`src/rtl/vram_port_pkg.sv`:
```
package vram_port_pkg;

    typedef enum logic [1:0] {
        ST_IDLE   = 2'd0,
        ST_RDWAIT = 2'd1,
        ST_ACK    = 2'd2
    } vp_state_t;

    typedef enum logic [2:0] {
        OP_NONE   = 3'd0,
        OP_SETPTR = 3'd1,
        OP_WRDATA = 3'd2,
        OP_SETSTP = 3'd3,
        OP_RDRAM  = 3'd4,
        OP_RDSTP  = 3'd5
    } vp_op_t;

    localparam logic [1:0] SEL_PTR  = 2'd0;
    localparam logic [1:0] SEL_DATA = 2'd1;
    localparam logic [1:0] SEL_STEP = 2'd2;

endpackage

```
`src/rtl/vram_port_decode.sv`:
```
module vram_port_decode
    import vram_port_pkg::*;
(
    input  logic       wr,
    input  logic       byte_acc,
    input  logic [2:0] offs,
    output vp_op_t     op
);
    logic [1:0] sel;
    assign sel = offs[2:1];

    always_comb begin
        op = OP_NONE;
        if (!offs[0]) begin
            if (wr) begin
                unique case (sel)
                    SEL_PTR:  op = OP_SETPTR;
                    SEL_DATA: op = OP_WRDATA;
                    SEL_STEP: op = OP_SETSTP;
                    default:  op = OP_NONE;
                endcase
            end else begin
                unique case (sel)
                    SEL_PTR, SEL_DATA: op = OP_RDRAM;
                    SEL_STEP:          op = OP_RDSTP;
                    default:           op = OP_NONE;
                endcase
            end
        end
    end

    always_comb begin
        if (byte_acc && offs[0]) begin
            AST_ODD_BYTE_DEAD: assert (op == OP_NONE);
        end
    end
endmodule

```
`src/rtl/vram_port_regs.sv`:
```
module vram_port_regs #(
    parameter int AW = 16,
    parameter int DW = 16
) (
    input  logic          clk,
    input  logic          rst_n,
    input  logic          ld_ptr,
    input  logic          ld_step,
    input  logic          advance,
    input  logic [DW-1:0] wword,
    output logic [AW-1:0] ptr,
    output logic [DW-1:0] step
);
    always_ff @(posedge clk) begin
        if (!rst_n) begin
            ptr  <= '0;
            step <= '0;
        end else begin
            if (ld_ptr)       ptr <= wword[AW-1:0];
            else if (advance) ptr <= ptr + step[AW-1:0];
            if (ld_step)      step <= wword;
        end
    end

    AST_LOADS_EXCLUSIVE: assert property (@(posedge clk) disable iff (!rst_n)
        $countones({ld_ptr, ld_step, advance}) <= 1);
endmodule

```
`src/rtl/vram_port.sv`:
```
module vram_port
    import vram_port_pkg::*;
#(
    parameter int AW = 16,
    parameter int DW = 16
) (
    input  logic          clk,
    input  logic          rst_n,
    input  logic          hst_req,
    input  logic          hst_wr,
    input  logic          hst_byte,
    input  logic [2:0]    hst_addr,
    input  logic [DW-1:0] hst_wdata,
    output logic [DW-1:0] hst_rdata,
    output logic          hst_ack,
    output logic          ram_en,
    output logic          ram_we,
    output logic [AW-1:0] ram_addr,
    output logic [DW-1:0] ram_wdata,
    input  logic [DW-1:0] ram_rdata
);
    localparam int HW = DW / 2;

    vp_state_t     state, nstate;
    vp_op_t        op;
    logic          take;
    logic [DW-1:0] wword;
    logic [AW-1:0] ptr;
    logic [DW-1:0] step;
    logic [DW-1:0] rdq;

    assign take  = (state == ST_IDLE) && hst_req;
    assign wword = hst_byte ? {hst_wdata[HW-1:0], hst_wdata[HW-1:0]} : hst_wdata;

    vram_port_decode u_dec (
        .wr       (hst_wr),
        .byte_acc (hst_byte),
        .offs     (hst_addr),
        .op       (op)
    );

    vram_port_regs #(.AW(AW), .DW(DW)) u_regs (
        .clk     (clk),
        .rst_n   (rst_n),
        .ld_ptr  (take && op == OP_SETPTR),
        .ld_step (take && op == OP_SETSTP),
        .advance (take && op == OP_WRDATA),
        .wword   (wword),
        .ptr     (ptr),
        .step    (step)
    );

    always_ff @(posedge clk) begin
        if (!rst_n) state <= ST_IDLE;
        else        state <= nstate;
    end

    always_comb begin
        nstate = state;
        unique case (state)
            ST_IDLE:   if (hst_req) nstate = (op == OP_RDRAM) ? ST_RDWAIT : ST_ACK;
            ST_RDWAIT: nstate = ST_ACK;
            ST_ACK:    nstate = ST_IDLE;
            default:   nstate = ST_IDLE;
        endcase
    end

    always_ff @(posedge clk) begin
        if (!rst_n) begin
            rdq <= '0;
        end else if (state == ST_RDWAIT) begin
            rdq <= ram_rdata;
        end else if (take) begin
            rdq <= (op == OP_RDSTP) ? step : '0;
        end
    end

    always_comb begin
        hst_ack   = (state == ST_ACK);
        hst_rdata = rdq;
        ram_en    = take && (op == OP_WRDATA || op == OP_RDRAM);
        ram_we    = take && (op == OP_WRDATA);
        ram_addr  = ptr;
        ram_wdata = wword;
    end

    AST_READ_STALL: assert property (@(posedge clk) disable iff (!rst_n)
        (ram_en && !ram_we) |=> !hst_ack ##1 hst_ack);
    AST_READ_KEEPS_PTR: assert property (@(posedge clk) disable iff (!rst_n)
        (ram_en && !ram_we) |=> $stable(ptr));
    AST_WRITE_STEPS: assert property (@(posedge clk) disable iff (!rst_n)
        ram_we |=> ram_addr == $past(ram_addr) + $past(step[AW-1:0]));
    AST_BYTE_DUP: assert property (@(posedge clk) disable iff (!rst_n)
        (ram_we && hst_byte) |-> ram_wdata[DW-1:HW] == ram_wdata[HW-1:0]);
    AST_ODD_NO_RAM: assert property (@(posedge clk) disable iff (!rst_n)
        (hst_req && hst_byte && hst_addr[0]) |-> !ram_en);
    AST_ACK_PULSE: assert property (@(posedge clk) disable iff (!rst_n)
        hst_ack |=> !hst_ack);
    AST_WE_NEEDS_EN: assert property (@(posedge clk) disable iff (!rst_n)
        ram_we |-> ram_en);
endmodule

```
`config.mk`:
```
export PLATFORM = sky130hd
export DESIGN_NAME = vram_port
export DESIGN_NICKNAME = d
export VERILOG_FILES = /design/src/rtl/vram_port_pkg.sv /design/src/rtl/vram_port_decode.sv /design/src/rtl/vram_port_regs.sv /design/src/rtl/vram_port.sv
export SDC_FILE = /design/constraint.sdc
export NUM_CORES = 1
export LEC_CHECK = 0
export ABC_AREA = 1
export BUFFER_PORTS_ARGS = -buffer_cell sky130_fd_sc_hd__buf_2
export CAP_MARGIN = 10
export CORE_ASPECT_RATIO = 0.5
export CORE_MARGIN = 8
export CORE_UTILIZATION = 25
export CTS_BUF_LIST = sky130_fd_sc_hd__clkbuf_16
export DETAILED_ROUTE_END_ITERATION = 10
export PLACE_DENSITY = 0.44
export SLEW_MARGIN = 30
export SYNTH_ARGS = -nofsm -noshare
export SYNTH_HDL_FRONTEND = slang
export SYNTH_SLANG_ARGS = --single-unit
export TNS_END_PERCENT = 10
```
`constraint.sdc`:
```
create_clock -name clk -period 1.9 [get_ports clk]
set_input_delay 0.38 -clock clk [delete_from_list [all_inputs] [get_ports clk]]
set_output_delay 0.38 -clock clk [all_outputs]
set_load 0.01 [all_outputs]
```
==> impl_metrics.tcl, run 1 <==
set metrics [dict create \
    relSlewSlack_pct 73.4 \
    postSynth.asyncResetShare_pct 0 \
    ys_ff_latch 50 \
    syn2layout_area_growth_pct 24.5 \
    grt_pass1_vias 3245 \
    cp.required_ns 1.52 \
    crit_slowest_cell "ha_1" \
    synth.avg_cell_area_um2 6.66 \
    cts_inserted_buffers 5 \
    muxShareOfSynthArea_pct 1.70 \
    io_pins 91 \
    power.leakage_nw 2.04 \
    post-route-period-util_pct 97.1 \
    wl_um 11400 \
    synth_top_family_by_area "simple AND/OR/NAND/NOR gates" \
    hold_buffers 0 \
    drtAntennaViolNets 0 \
    ctsResizeCount 0 \
    synth_cells 498 \
    die_area_um2 17400 \
    cp-end-kind "output pin" \
    clk_latency_ns 0.30 \
    ir_worst_vdd_uv 338 \
    synth_cell_type_count 39 \
    vias_per_cell 4.51 \
    grt_max_degree 49 \
    die_h_um 97.4 \
    dominantRegCellSynth "dfxtp_1" \
    finalHoldViolCount 0 \
    drt_first_pass_iters 5 \
    htree_levels 2 \
    yosysSeqAreaShare_pct 30.2 \
    grt_setup_unrepaired "no" \
    dpl.hpwl_um 9300 \
    cts_setup_buffers 0 \
    synthXorXnorAreaFrac_pct 0.792 \
    layout_common_cells "156 x nand2_1, 90 x buf_2, 58 x nand3_1" \
    via_count 3411 \
    yosysWarnings 0 \
    crit_type "in2out" \
    antenna_found_initial 0 \
    rows 29 \
    hp-class "in2reg" \
    cts_tree "yes" \
    total_power_mw 2.34 \
    drtIter0Drc 191 \
    fin_util_pct 32.2 \
    clockBufferDepth 2 \
    cp_max_fo 6 \
    cp_common_cell "buf_2" \
    place.gp.congestion 0.845 \
    tightestPinTransition_ns 0.395 \
    skew_ns 0.00862 \
    grt_pass1_wl_um 17900 \
    yosys.area_share.simple_pct 36.0 \
    antenna_cells 0 \
    clock_sinks 50 \
    final_common_cell "nand2_1" \
    max_freq_mhz 542 \
    maxCapViolCount 0 \
    drive_gt1_share_pct 27.4 \
    track_usage_pct 12.8 \
    portBuffers 90 \
    clockRootBuffer "clkbuf_16" \
    final_max_slew_viol_count 0 \
    fin_nets 645 \
    core_area_um2 12800 \
    tns_ns 0 \
    synth_compound_area_share_pct 11.6 \
    drcViolationCount 0 \
    netlist_area_um2 3320 \
    synth_edf_count 0 \
    post-route-min-period_ns 1.85 \
    arrival_ns 1.47 \
    start_util_pct 25.9 \
    synth_fa_ha_area_share_pct 7.40 \
    setup_viol 0 \
    path_cells "buf_2 -> inv_1 -> ha_1 -> nand2_2 -> nor2_4 -> nand3_4 -> clkinv_2 -> buf_2" \
    synth_nets 557 \
    cts.clk_slew.worst_paths_ns 0.07 \
    status "completed" \
    cp-start-kind "input port" \
    grt_overflow 0 \
    slowest_delay_ns 0.28 \
    nFillCells 1437 \
    power.density_nw_per_um2 567 \
    routedWlPerCell_um 15.0 \
    die_w_um 179 \
]
## critical path: cells and delay by family
kind / cells / cell delay, ns
simple gates: 3 / 0.38
fa+ha+maj: 1 / 0.28
buf+inv: 4 / 0.42
## stage by stage
| step | hold slack (ns) | cells | cell area [µm²] | setup WS (ns) |
|---|---|---|---|---|
| final | 0.314 | 757 | 4130 | 0.0549 |
| after global routing | 0.343 | 757 | 4130 | 0.00586 |
| after CTS | 0.314 | 757 | 4110 | 0.0259 |
| after detailed placement | 0.476 | 749 | 3960 | 0.0298 |
| after global placement | 0.471 | 749 | 3960 | 0.0564 |
| after floorplan | 0.462 | 498 | 3320 | 0.209 |
## path summary, 6_finish.rpt
kind	to	slack (ns)	depth (start not counted)	startpoint
setup / recovery	ram_we	0.05	8	hst_addr[1]
hold / removal	u_regs.ptr[3]	0.31	3	rst_n
setup reg to reg	u_regs.ptr[8]	0.14	10	u_regs.ptr[0]
hold reg to reg	hst_rdata[5]	0.48	2	hst_rdata[5]
## kinds of logic (layout without fill, tap and decap cells)
family                     Yosys count  in the layout
and+or+nand+nor                    268            268
buffers and inverters               87            176
AOI/OAI and AO/OA                   66             66
DFF                                 50             50
adders and majority gates           19             19
muxes                                5              5
xor gates and xnor gates             3              3
## layout make-up
class | count | area (µm²) | share of cell area (%)
Timing Repair Buffer | 107 | 603 | 14.6
Clock inverter | 3 | 21.3 | 0.515
Multi-Input combinational cell | 361 | 1930 | 46.7
Inverter | 61 | 235 | 5.70
Tap cell | 170 | 213 | 5.15
Clock buffer | 5 | 125 | 3.03
Sequential cell | 50 | 1000 | 24.3
## registers in the layout, indices dropped and copies added, names as in the netlist
| signal | flops |
|---|---|
| hst_rdata | 16 |
| state | 2 |
| u_regs.ptr | 16 |
| u_regs.step | 16 |
## metal layers
layer	vias to the layer above	wire, µm	track usage (%)
met3	10	566	2.37
li1	1784	-	-
met4	0	74	2.27
met1	1548	5800	18.5
met2	69	4950	19.4
met5	-	0	0
## report_power, final
group          switching [mW]  internal (mW)  leakage [nW]
Sequential             0.0161           1.06         0.405
Combinational           0.211          0.128          1.56
Clock                   0.434          0.490        0.0714
## cells in the mapped netlist, types with 4 or more instances
| master | number | area [µm²] |
|---|---|---|
| a21oi_1 | 35 | 175 |
| a21oi_2 | 7 | 61.3 |
| a31oi_1 | 16 | 100 |
| buf_2 | 6 | 30.0 |
| buf_4 | 9 | 67.6 |
| clkbuf_1 | 7 | 26.3 |
| dfxtp_1 | 50 | 1000 |
| ha_1 | 18 | 225 |
| inv_1 | 48 | 180 |
| inv_2 | 9 | 33.8 |
| mux2_2 | 5 | 56.3 |
| nand2_1 | 157 | 589 |
| nand2_2 | 6 | 37.5 |
| nand3_1 | 60 | 300 |
| nand3b_1 | 4 | 30.0 |
| nor2_1 | 24 | 90.1 |
Power figures use the tool's default switching activity.
==> run 2: changes to the inputs <==
--- a/config.mk
+++ b/config.mk
@@ -11,7 +11,6 @@
 export CORE_ASPECT_RATIO = 0.5
 export CORE_MARGIN = 8
 export CORE_UTILIZATION = 25
-export CTS_BUF_LIST = sky130_fd_sc_hd__clkbuf_16
 export DETAILED_ROUTE_END_ITERATION = 10
 export PLACE_DENSITY = 0.44
 export SLEW_MARGIN = 30
==> run 2 against run 1 <==
- wire length hardly changed
- sequential share of layout area is 0.059 points lower
- largest power group unchanged
- first-iteration DRC count rose by 0.52%
- flip-flop and latch count unchanged
- global-route usage unchanged
- utilization up 0.078 points
==> impl_metrics.tcl, run 2 (synthesis gave the netlist of run 1 again) <==
set metrics [dict create \
    status "completed" \
    arrival_ns 1.46 \
    r2r_cells 10 \
    tightestPinTransition_ns 0.395 \
    crit_family "buffers and inverters" \
    nFillCells 1434 \
    drive_gt1_share_pct 27.6 \
    track_usage_pct 12.8 \
    setup_viol 0 \
    routedWlPerCell_um 15.1 \
    cp_common_cell "buf_2" \
    cp.required_ns 1.52 \
    core_area_um2 12800 \
    antenna_found_initial 0 \
    r2r_start "u_regs.ptr[0]" \
    cp-start-kind "input port" \
    cts_setup_buffers 0 \
    hold_depth 3 \
    ff2ff_setup_slack_ns 0.15 \
    critPathBufInv 4 \
    relSlewSlack_pct 73.4 \
    fin_nets 645 \
    slowest_delay_ns 0.28 \
    portBuffers 90 \
    die_h_um 97.4 \
    ir_worst_vdd_uv 343 \
    post-route-period-util_pct 97.0 \
    start_util_pct 25.9 \
    grt_overflow 0 \
    use_met3_pct 2.37 \
    wl_um 11400 \
    rows 29 \
    tns_ns 0 \
    path_cells "buf_2 -> inv_1 -> ha_1 -> nand2_2 -> nor2_4 -> nand3_4 -> clkinv_2 -> buf_2" \
    clk_latency_ns 0.30 \
    final_max_slew_viol_count 0 \
    hold_buffers 0 \
    via_count 3415 \
    cp-end-kind "output pin" \
    vias_per_cell 4.51 \
    multiInputGateArea_um2 1930 \
    die_w_um 179 \
    grt_max_degree 49 \
    finalHoldViolCount 0 \
    final_cells 757 \
    hp-class "in2reg" \
    die_area_um2 17400 \
    grt_most_used_layer "met2" \
    cts.clk_slew.worst_paths_ns 0.07 \
    layout_common_cells "156 x nand2_1, 90 x buf_2, 58 x nand3_1" \
    crit_type "in2out" \
    r2r-end "u_regs.ptr[8]" \
    io_pins 91 \
    maxCapViolCount 0 \
    place.gp.congestion 0.845 \
    grt_pass1_vias 3241 \
    cts_tree "yes" \
    crit_slowest_cell "ha_1" \
    grt_setup_unrepaired "no" \
    final_common_cell "nand2_1" \
    clockRootBuffer "clkbuf_16" \
    syn2layout_area_growth_pct 24.8 \
    htree_levels 2 \
    clockBufferDepth 2 \
    antenna_cells 0 \
    cp_max_fo 6 \
    grt_pass1_wl_um 17900 \
    drtAntennaViolNets 0 \
    regArea_um2 1000 \
    max_freq_mhz 543 \
    ctsResizeCount 0 \
    power.leakage_nw 2.04 \
    cts_inserted_buffers 5 \
    post-route-min-period_ns 1.84 \
    dpl.hpwl_um 9300 \
    hp-start "rst_n" \
    drtIter0Drc 192 \
    use_met1_pct 18.5 \
    drt_first_pass_iters 4 \
    clock_sinks 50 \
    grt_util_met2_pct 19.5 \
    skew_ns 0.00972 \
    min_to "u_regs.ptr[3]" \
    drcViolationCount 0 \
    power.density_nw_per_um2 575 \
    dp_cells 749 \
    total_power_mw 2.38 \
]
## run 2: cell count changes in the layout (fill, tap and decap cells not counted)
cell      previous run  this run
clkinv_1             2         1
clkbuf_8             0         1
## run 2: layout make-up
type	instances	share of cell area [%]
Clock buffer	6	3.36
Clock inverter	2	0.423
Inverter	61	5.68
Multi-Input combinational cell	361	46.6
Sequential cell	50	24.3
Tap cell	170	5.14
Timing Repair Buffer	107	14.6
## run 2: worst max-delay path by stage
stage,from,endpoint,cells after the start
6_report,hst_addr[1],ram_we,8
5_1_grt,u_regs.step[10],u_regs.ptr[15],10
3_3_place_gp,hst_addr[1],ram_en,6
4_1_cts,u_regs.ptr[0],u_regs.ptr[10],11
3_5_place_dp,hst_addr[1],u_regs.ptr[13],12
2_1_floorplan,u_regs.ptr[0],u_regs.ptr[8],10
## run 2: per-layer routing
layer	routed length, µm	up-vias
met4	74	0
met1	5840	1559
met3	519	8
li1	-	1787
met5	0	-
met2	4960	61
## run 2: worst min-delay path, delay by kind of cell
family                 cells  cell delay, ns
buffers and inverters      2            0.15
AND/OR/NAND/NOR            1            0.05
## run 2: report_power, final
| part | switching, mW | leakage [nW] | internal (mW) |
|---|---|---|---|
| clock network | 0.431 | 0.0770 | 0.530 |
| logic | 0.211 | 1.56 | 0.128 |
| registers | 0.0161 | 0.405 | 1.06 |
## run 2: stage by stage
step | area (µm²) | util, % | worst slack [ns] | hold slack (ns)
2_1_floorplan | 3320 | - | 0.209 | 0.462
3_3_place_gp | 3960 | 30.9 | 0.0564 | 0.471
3_5_place_dp | 3960 | 30.9 | 0.0298 | 0.476
4_1_cts | 4120 | 32.1 | 0.0259 | 0.314
5_1_grt | 4140 | 32.3 | 0.00586 | 0.343
6_report | 4140 | 32.3 | 0.0570 | 0.315
==> run 3: changes to the inputs <==
--- a/config.mk
+++ b/config.mk
@@ -12,9 +12,11 @@
 export CORE_MARGIN = 8
 export CORE_UTILIZATION = 25
 export DETAILED_ROUTE_END_ITERATION = 10
-export PLACE_DENSITY = 0.44
+export PLACE_DENSITY = 0.45
+export SKIP_CTS_REPAIR_TIMING = 1
 export SLEW_MARGIN = 30
 export SYNTH_ARGS = -nofsm -noshare
 export SYNTH_HDL_FRONTEND = slang
+export SYNTH_HIERARCHICAL = 1
 export SYNTH_SLANG_ARGS = --single-unit
 export TNS_END_PERCENT = 10
==> constraint.sdc (replaced) <==
create_clock -name clk -period 1.69 [get_ports clk]
set_input_delay 0.338 -clock clk [delete_from_list [all_inputs] [get_ports clk]]
set_output_delay 0.338 -clock clk [all_outputs]
set_load 0.01 [all_outputs]
==> run 3 against run 2 <==
- the flow now finishes with violations (negative setup slack)
- clock-buffer cell count grew 1
- sequential power grew 12%
- setup slack lost 0.10 ns
- die area grew 3.3%
- utilization grew 2.7 points
- wire length shrank 2.2%
- global-route usage shrank 0.56 points
- non-clock buffer count grew 18
- register-to-register slack lost 0.18 ns
- sequential share of layout area shrank 2.9 points
- final cell count grew 5.5%
==> impl_metrics.tcl, run 3 <==
set metrics [dict create \
    synth.avg_cell_area_um2 6.69 \
    clockRootBuffer "clkbuf_16" \
    yosysWarnings 6 \
    cp_max_fo 3 \
    drt_first_pass_iters 5 \
    swShare_pct 26.6 \
    die_w_um 182 \
    final_common_cell "nand2_1" \
    vias_per_cell 4.28 \
    track_usage_pct 12.3 \
    synth_edf_count 0 \
    status "finished with violations" \
    cp-end-kind "output pin" \
    grt_pass1_wl_um 17900 \
    crit_family "buffers and inverters" \
    setup_viol 4 \
    antenna_found_initial 0 \
    synth_cells 514 \
    cts_tree "yes" \
    violations "negative setup slack" \
    io_pins 91 \
    dominantRegCellSynth "dfxtp_1" \
    clk_latency_ns 0.29 \
    start_util_pct 25.5 \
    skew_ns 0.00631 \
    antenna_cells 0 \
    whs_ns 0.348 \
    synth_nets 573 \
    wl_um 11100 \
    hp-class "in2reg" \
    ir_worst_vdd_uv 381 \
    worst_slack_ns -0.0449 \
    synthXorXnorAreaFrac_pct 1.27 \
    place.gp.congestion 0.817 \
    drtIter0Drc 204 \
    tightestPinTransition_ns 0.658 \
    slowest_delay_ns 0.17 \
    synth_top_family_by_area "simple AND/OR/NAND/NOR gates" \
    arrival_ns 1.40 \
    path_cells "buf_12 -> inv_12 -> ha_2 -> a21oi_2 -> nor2_2 -> inv_2 -> nand3_4 -> buf_6 -> a21oi_2 -> buf_2" \
    drive_gt1_share_pct 36.4 \
    regArea_um2 1010 \
    layout_common_cells "90 x nand2_1, 88 x buf_2, 75 x nor2_1" \
    yosysMostFrequentCell "nand2_1" \
    yosys.area_share.simple_pct 31.2 \
    maxCapViolCount 0 \
    die_area_um2 18000 \
    power.leakage_nw 2.27 \
    rows 30 \
    crit_slowest_cell "ha_2" \
    grt_pass1_vias 3323 \
    clock_power_share_pct 38.8 \
    power.density_nw_per_um2 566 \
    clock_sinks 50 \
    critPathBufInv 5 \
    htree_levels 2 \
    cts.clk_slew.worst_paths_ns 0.07 \
    via_count 3417 \
    netlist_top_cells_count "98 x nand2_1, 78 x inv_1, 78 x nor2_1" \
    fin_util_pct 35.0 \
    grt_setup_unrepaired "yes" \
    muxShareOfSynthArea_pct 2.62 \
    post-route-period-util_pct 103 \
    dpl.hpwl_um 9020 \
    finalHoldViolCount 0 \
    drcViolationCount 0 \
    portBuffers 90 \
    synth_fa_ha_area_share_pct 7.13 \
    cp_common_cell "a21oi_2" \
    dp_slack_ns -0.311 \
    synth_top_cell_area_share_pct 29.1 \
    postSynth.asyncResetShare_pct 0 \
    cts_inserted_buffers 5 \
    routedWlPerCell_um 14.0 \
    cp-start-kind "input port" \
    tns_ns -0.130 \
    fin_nets 681 \
    relSlewSlack_pct 55.9 \
    final_max_slew_viol_count 0 \
    combPwrFrac_pct 16.0 \
    max_freq_mhz 576 \
    synth_cell_type_count 36 \
    multiInputGateArea_um2 2240 \
    clockBufferDepth 2 \
    internal_power_mw 1.96 \
    nFillCells 1444 \
    ys_top_cells_by_area "dfxtp_1 29%, nand2_1 11%, inv_1 8.5%" \
    syn2layout_area_growth_pct 37.5 \
    ys_ff_latch 50 \
    cp.required_ns 1.35 \
    core_area_um2 13500 \
    post-route-min-period_ns 1.73 \
    yosysSeqAreaShare_pct 29.1 \
    die_h_um 99.0 \
    synth_compound_area_share_pct 15.0 \
    netlist_area_um2 3440 \
    power_switching_mw 0.713 \
    grt_overflow 0 \
    grt_max_degree 19 \
    crit_type "in2out" \
    pwr-share-seq_pct 45.2 \
    drtAntennaViolNets 0 \
    yosysTopAreaCell "dfxtp_1" \
]
-- run 3: cell count changes after synthesis, moves of 5 or more --
cell     change
a31oi_1     -13
o21ai_0     +14
nor2_1      +54
nand3_1     -33
nand3_2     +10
inv_1       +30
inv_2        -5
a22oi_1     +11
nand2_1     -59
a21oi_1      +9
-- run 3: final cells by class --
| type | instances | area share, % |
|---|---|---|
| tap | 176 | 4.65 |
| timing repair buffer | 125 | 16.5 |
| sequential | 50 | 21.4 |
| multi-input combinational | 357 | 47.4 |
| clock buffer | 7 | 3.02 |
| inverter | 83 | 6.90 |
| clock inverter | 1 | 0.106 |
-- run 3: through the flow --
stage	std cells	area (µm²)	power (mW)
6_report	799	4730	2.68
5_1_grt	799	4730	2.82
4_1_cts	798	4480	2.70
3_5_place_dp	790	4340	1.64
3_3_place_gp	790	4340	1.64
2_1_floorplan	514	3550	1.47
-- run 3: final timing paths --
check                      start              to  slack (ns)  cells past startpoint
setup / recovery     hst_addr[1]          ram_en       -0.04                     10
hold / removal      hst_wdata[1]  u_regs/step[1]        0.35                      3
setup reg to reg  u_regs/step[0]   u_regs/ptr[8]       -0.03                     10
hold reg to reg         state[1]        state[1]        0.47                      1
-- run 3: layer usage --
metal | track usage, % | routed length [µm] | vias up
met4 | 1.69 | 73 | 0
met2 | 19.7 | 4900 | 52
met3 | 2.35 | 405 | 6
li1 | - | - | 1840
met5 | 0 | 0 | -
met1 | 17.1 | 5770 | 1519
-- run 3: cell families after synthesis --
group,count (synthesis)
AND/OR/NAND/NOR,237
buffers and inverters,107
AO/OA/AOI/OAI,88
flip-flops,50
adder cells (fa/ha/maj),19
multiplexers,8
XOR/XNOR,5
-- run 3: worst reg2reg max path: stages, from the launching register on --
cell and delay, ns:
dfxtp_4 0.36, ha_4 0.17, fa_2 0.37, nand2_2 0.08, nand2_2 0.06, and2_4 0.15, nand2_2 0.05, nand2_2 0.04
xor2_1 0.17, nand2_1 0.10, a21oi_2 0.11
-- run 3: power by group through the flow --
stage                     logic [mW]  clock network, mW  registers [mW]
after global routing           0.467               1.14            1.21
after global placement         0.407                  0            1.24
after detailed placement       0.407                  0            1.24
after floorplan                0.234                  0            1.24
final                          0.428               1.04            1.21
after CTS                      0.409               1.08            1.21
